File: src/rtl/pe_status_pkg.sv
package pe_status_pkg;

    typedef enum logic [1:0] {
        ST_IDLE  = 2'd0,
        ST_EWAIT = 2'd1,
        ST_BUSY  = 2'd2,
        ST_FAKE  = 2'd3
    } pe_state_e;

    typedef struct packed {
        logic       rsv7;
        logic       toggle;
        logic       error;
        logic       rsv4;
        logic       ewait_n;
        logic [2:0] rsv_lo;
    } pe_status_t;

    // Microseconds to clock cycles, never less than one cycle.
    function automatic int unsigned us_to_cycles(input longint unsigned clk_hz,
                                                 input longint unsigned usec);
        longint unsigned c;
        c = (clk_hz * usec) / 64'd1000000;
        if (c == 0) c = 1;
        return int'(c);
    endfunction

endpackage

File: src/rtl/pe_window_timer.sv
module pe_window_timer #(
    parameter int unsigned CYC = 10
) (
    input  logic clk,
    input  logic rst,
    input  logic load_i,
    output logic expire_o
);
    localparam int unsigned W = $clog2(CYC + 1);

    logic [W-1:0] cnt_q;

    always_ff @(posedge clk) begin
        if (rst) begin
            cnt_q <= '0;
        end else if (load_i) begin
            cnt_q <= W'(CYC);
        end else if (cnt_q != '0) begin
            cnt_q <= cnt_q - 1'b1;
        end
    end

    assign expire_o = (cnt_q == W'(1));

endmodule

File: src/rtl/pe_toggle_cell.sv
module pe_toggle_cell (
    input  logic clk,
    input  logic rst,
    input  logic flip_i,
    output logic q_o
);
    always_ff @(posedge clk) begin
        if (rst) begin
            q_o <= 1'b0;
        end else if (flip_i) begin
            q_o <= ~q_o;
        end
    end
endmodule

File: src/rtl/pe_status_gen.sv
module pe_status_gen
    import pe_status_pkg::*;
#(
    parameter longint unsigned CLK_HZ        = 50000000,
    parameter longint unsigned ERASE_WAIT_US = 100,
    parameter longint unsigned PROT_BUSY_US  = 100
) (
    input  logic       clk,
    input  logic       rst,
    input  logic       op_start_i,
    input  logic       erase_cmd_i,
    input  logic       erase_prot_i,
    input  logic       op_done_i,
    input  logic       op_fail_i,
    input  logic       err_clr_i,
    input  logic       rd_strobe_i,
    output logic       show_status_o,
    output logic [7:0] status_o
);
    localparam int unsigned EWAIT_CYC = us_to_cycles(CLK_HZ, ERASE_WAIT_US);
    localparam int unsigned PROT_CYC  = us_to_cycles(CLK_HZ, PROT_BUSY_US);

    pe_state_e  st_q, st_d;
    logic       err_q;
    logic       tog_q;
    logic       ewait_load, prot_load;
    logic       ewait_exp, prot_exp;
    logic       fail_evt;
    pe_status_t stat;

    pe_window_timer #(.CYC(EWAIT_CYC)) u_ewait_tmr (
        .clk     (clk),
        .rst     (rst),
        .load_i  (ewait_load),
        .expire_o(ewait_exp)
    );

    pe_window_timer #(.CYC(PROT_CYC)) u_prot_tmr (
        .clk     (clk),
        .rst     (rst),
        .load_i  (prot_load),
        .expire_o(prot_exp)
    );

    pe_toggle_cell u_tog (
        .clk   (clk),
        .rst   (rst),
        .flip_i(rd_strobe_i && show_status_o),
        .q_o   (tog_q)
    );

    always_comb begin
        st_d       = st_q;
        ewait_load = 1'b0;
        prot_load  = 1'b0;
        unique case (st_q)
            ST_IDLE: begin
                if (erase_cmd_i) begin
                    st_d       = ST_EWAIT;
                    ewait_load = 1'b1;
                end else if (op_start_i) begin
                    st_d = ST_BUSY;
                end
            end
            ST_EWAIT: begin
                if (ewait_exp) begin
                    if (erase_prot_i) begin
                        st_d      = ST_FAKE;
                        prot_load = 1'b1;
                    end else begin
                        st_d = ST_BUSY;
                    end
                end
            end
            ST_BUSY: begin
                if (op_done_i) st_d = ST_IDLE;
            end
            ST_FAKE: begin
                if (prot_exp) st_d = ST_IDLE;
            end
            default: st_d = ST_IDLE;
        endcase
    end

    assign fail_evt = (st_q == ST_BUSY) && op_done_i && op_fail_i;

    always_ff @(posedge clk) begin
        if (rst) begin
            st_q  <= ST_IDLE;
            err_q <= 1'b0;
        end else begin
            st_q <= st_d;
            if (fail_evt) begin
                err_q <= 1'b1;
            end else if (err_clr_i) begin
                err_q <= 1'b0;
            end
        end
    end

    always_comb begin
        stat         = '0;
        stat.toggle  = tog_q;
        stat.error   = err_q;
        stat.ewait_n = (st_q != ST_EWAIT);
    end

    assign status_o      = stat;
    assign show_status_o = (st_q != ST_IDLE) || err_q;

endmodule

File: config.mk
export PLATFORM = sky130hd
export DESIGN_NAME = pe_status_gen
export DESIGN_NICKNAME = d
export VERILOG_FILES = /design/src/rtl/pe_status_pkg.sv /design/src/rtl/pe_window_timer.sv /design/src/rtl/pe_toggle_cell.sv /design/src/rtl/pe_status_gen.sv
export SDC_FILE = /design/constraint.sdc
export NUM_CORES = 1
export LEC_CHECK = 0
export ABC_AREA = 1
export BUFFER_PORTS_ARGS = -buffer_cell sky130_fd_sc_hd__clkbuf_2
export CAP_MARGIN = 40
export CELL_PAD_IN_SITES_DETAIL_PLACEMENT = 1
export CELL_PAD_IN_SITES_GLOBAL_PLACEMENT = 1
export CORE_MARGIN = 2
export CORE_UTILIZATION = 41
export DETAILED_ROUTE_END_ITERATION = 8
export PLACE_DENSITY_LB_ADDON = 0.1
export SETUP_SLACK_MARGIN = 0.3
export SLEW_MARGIN = 20
export SYNTH_ARGS = -nofsm -noshare
export SYNTH_HDL_FRONTEND = slang
export SYNTH_SLANG_ARGS = --single-unit
File: constraint.sdc
create_clock -name clk -period 1.6 [get_ports clk]
set_input_delay 0.4 -clock clk [delete_from_list [all_inputs] [get_ports clk]]
set_output_delay 0.4 -clock clk [all_outputs]
set_load 0.01 [all_outputs]
==> flow_summary.ini <==
[sta]
post-route-period-util_pct = 92.59
hold_viol = 0
rsz0062_at_grt = true
hold_slack_ps = 384.6
setup_viol = 0
finalSetupTns_ps = 0
period_needed_ps = 1481
fin_ws_ps = 118.5
fmax_mhz = 675.0
clock_skew_ps = 10.76
slew_viol_final = 0

[detailed_routing]
dr.first_iter.drc_count = 115
totalWireLength_um = 6935
via_per_inst = 5.435
drc_errors = 0
vias = 1924
detail-route-antenna-nets = 0
drt-pass1-iter-count = 4
wl_per_cell_um = 19.59

[synth]
synth.mux.area_fraction_pct = 0
syn-cell-area_um2 = 1738
synth_top_area_cell = dfxtp_1
synth_top_area_share_pct = 34.56
avgSynthCellArea_um2 = 6.815
synth_area_leaders = dfxtp_1 35%, nand2_1 14%, nor2_1 8.4%
synth_cells = 255
synth-xor-area-share_pct = 4.536
synth_top_family_by_area = simple AND/OR/NAND/NOR gates
ys_warn_count = 0
synth_fa_ha_area_share_pct = 3.600
synth-seq-area-share_pct = 34.56
synthSimpleGateAreaFrac_pct = 38.37
synth_compound_area_share_pct = 8.783
synth_seq_cells = 30
synth_cell_types = 27

[setup_path]
required_ps = 1800
cp-end-kind = flip-flop
cp_data_arrival_time_ps = 1680
cp-start-kind = flip-flop
critPathKind = flip-flop to flip-flop
critPathMaxFanout = 4

[grt]
grt_overflow_total = 0
grt_pass1_wl_um = 8038
antenna_found_initial = 0
first_global_vias = 1772
track_usage_pct = 20.70
grt_max_degree = 12

[floorplan]
initial_core_util_pct = 43.14
core_um2 = 4029
die_w_um = 69.11
dieHeight_um = 69.11
rows = 23
die-area_um2 = 4776
ios = 18

[place]
hpwl_um = 3217
post-place-ws_ps = 174.6
port_buffers = 12
place_congestion = 0.8415

[cts]
cts-htree-levels = 2
path_clk_slew_ps = 70
clock-root-buffer = clkbuf_8
numCtsBuffers = 5
clock_sinks = 30
clockBufferDepth = 2
clk_latency_ps = 290
cts_tree = yes
postCtsHoldBufs = 0

[layout]
nFillCells = 473
final_common_cell = nand2_1
drive_gt1_share_pct = 52.30
area_growth_pct = 48.74
fin_nets = 317
final_cell_mix = 47 x nand2_1, 29 x buf_4, 18 x nor2_4
diodes = 0

[worst_hold_path]
hold_path.class = input pin to flip-flop

[power_and_ir_drop]
p_leak_nw = 1.178
power.density_nw_per_um2 = 2649
vdd_drop_max_uv = 1485

[job]
drv_cap = 0

[status]
run_status = completed
## synth_stat cells (all sizes together)
library cell / instances
nand4: 8
a21oi: 20
ha: 5
dfxtp: 30
clkbuf: 1
conb: 1
o21ai: 2
a211oi: 1
and3: 1
nor2: 47
or2: 3
o21bai: 2
o31ai: 1
o211ai: 1
inv: 26
xnor2: 6
nor3: 2
nand2: 70
buf: 9
nand3: 13
xor2: 3
nand3b: 3
## per-stage QoR
step	instances	utilization, %	total power (W)	cell area [µm²]
global route	354	64.16	0.007282	2585
CTS	337	52.61	0.005194	2120
global placement	318	46.06	0.003902	1856
detailed placement	318	46.06	0.003951	1856
finish	354	64.16	0.006847	2585
floorplan	259	-	0.003338	1755
## area by class of cell
| class | count | area (µm²) | share of cell area, % |
|---|---|---|---|
| clock buffer | 8 | 110.1 | 4.259 |
| inverter | 26 | 115.1 | 4.453 |
| multi-input combinational | 194 | 1304 | 50.44 |
| sequential | 30 | 653.1 | 25.27 |
| tap | 50 | 62.56 | 2.420 |
| timing repair buffer | 46 | 340.3 | 13.17 |
## critical path, cell delays in order, from the launching register on
cell and delay (ps):
dfxtp_4 350, nor2_4 110, nand2_2 90, nor2_4 130, buf_6 140, nand4_1 260, a21oi_1 300
## registers in the layout, indices dropped and copies added, names as in the netlist
name               cells
u_ewait_tmr.cnt_q     13
u_prot_tmr.cnt_q      13
st_q                   2
err_q                  1
u_tog.q_o              1
## worst paths after layout
check | startpoint | to | slack [ps] | cells past startpoint
worst min-delay path | err_clr_i | err_q | 380 | 3
worst max-delay path | u_ewait_tmr.cnt_q[8] | u_prot_tmr.cnt_q[3] | 120 | 6
worst min register to register | u_prot_tmr.cnt_q[1] | u_prot_tmr.cnt_q[1] | 530 | 2
worst max register to register | u_ewait_tmr.cnt_q[8] | u_prot_tmr.cnt_q[3] | 120 | 6
## power breakdown
part           internal, W  switching (W)  leakage (nW)
sequential         0.00113       0.000495         0.258
combinational      0.00192        0.00254         0.863
clock             0.000435       0.000321        0.0575
total              0.00349        0.00336          1.18
## cell families (layout without fill, tap and decap cells)
family,Yosys count,after routing
simple gates,147,148
other cells,1,5
flops,30,30
xor+xnor,9,9
compound gates,27,27
fa+ha+maj,5,5
buf+inv,36,80
## layer usage
| layer | track usage (%) | wire (µm) |
|---|---|---|
| met1 | 26.02 | 2870 |
| met2 | 34.62 | 3472 |
| met3 | 5.263 | 325 |
| met4 | 6.536 | 266 |
| met5 | 0 | 0 |
## timing repair
item                       CTS  global route
setup endpoints to repair   28            29
pin swaps                   15            48
setup buffers               10            17
gates resized for setup     28           108
gates cloned                 1             0
No activity file was read; power rests on OpenSTA's default activity.
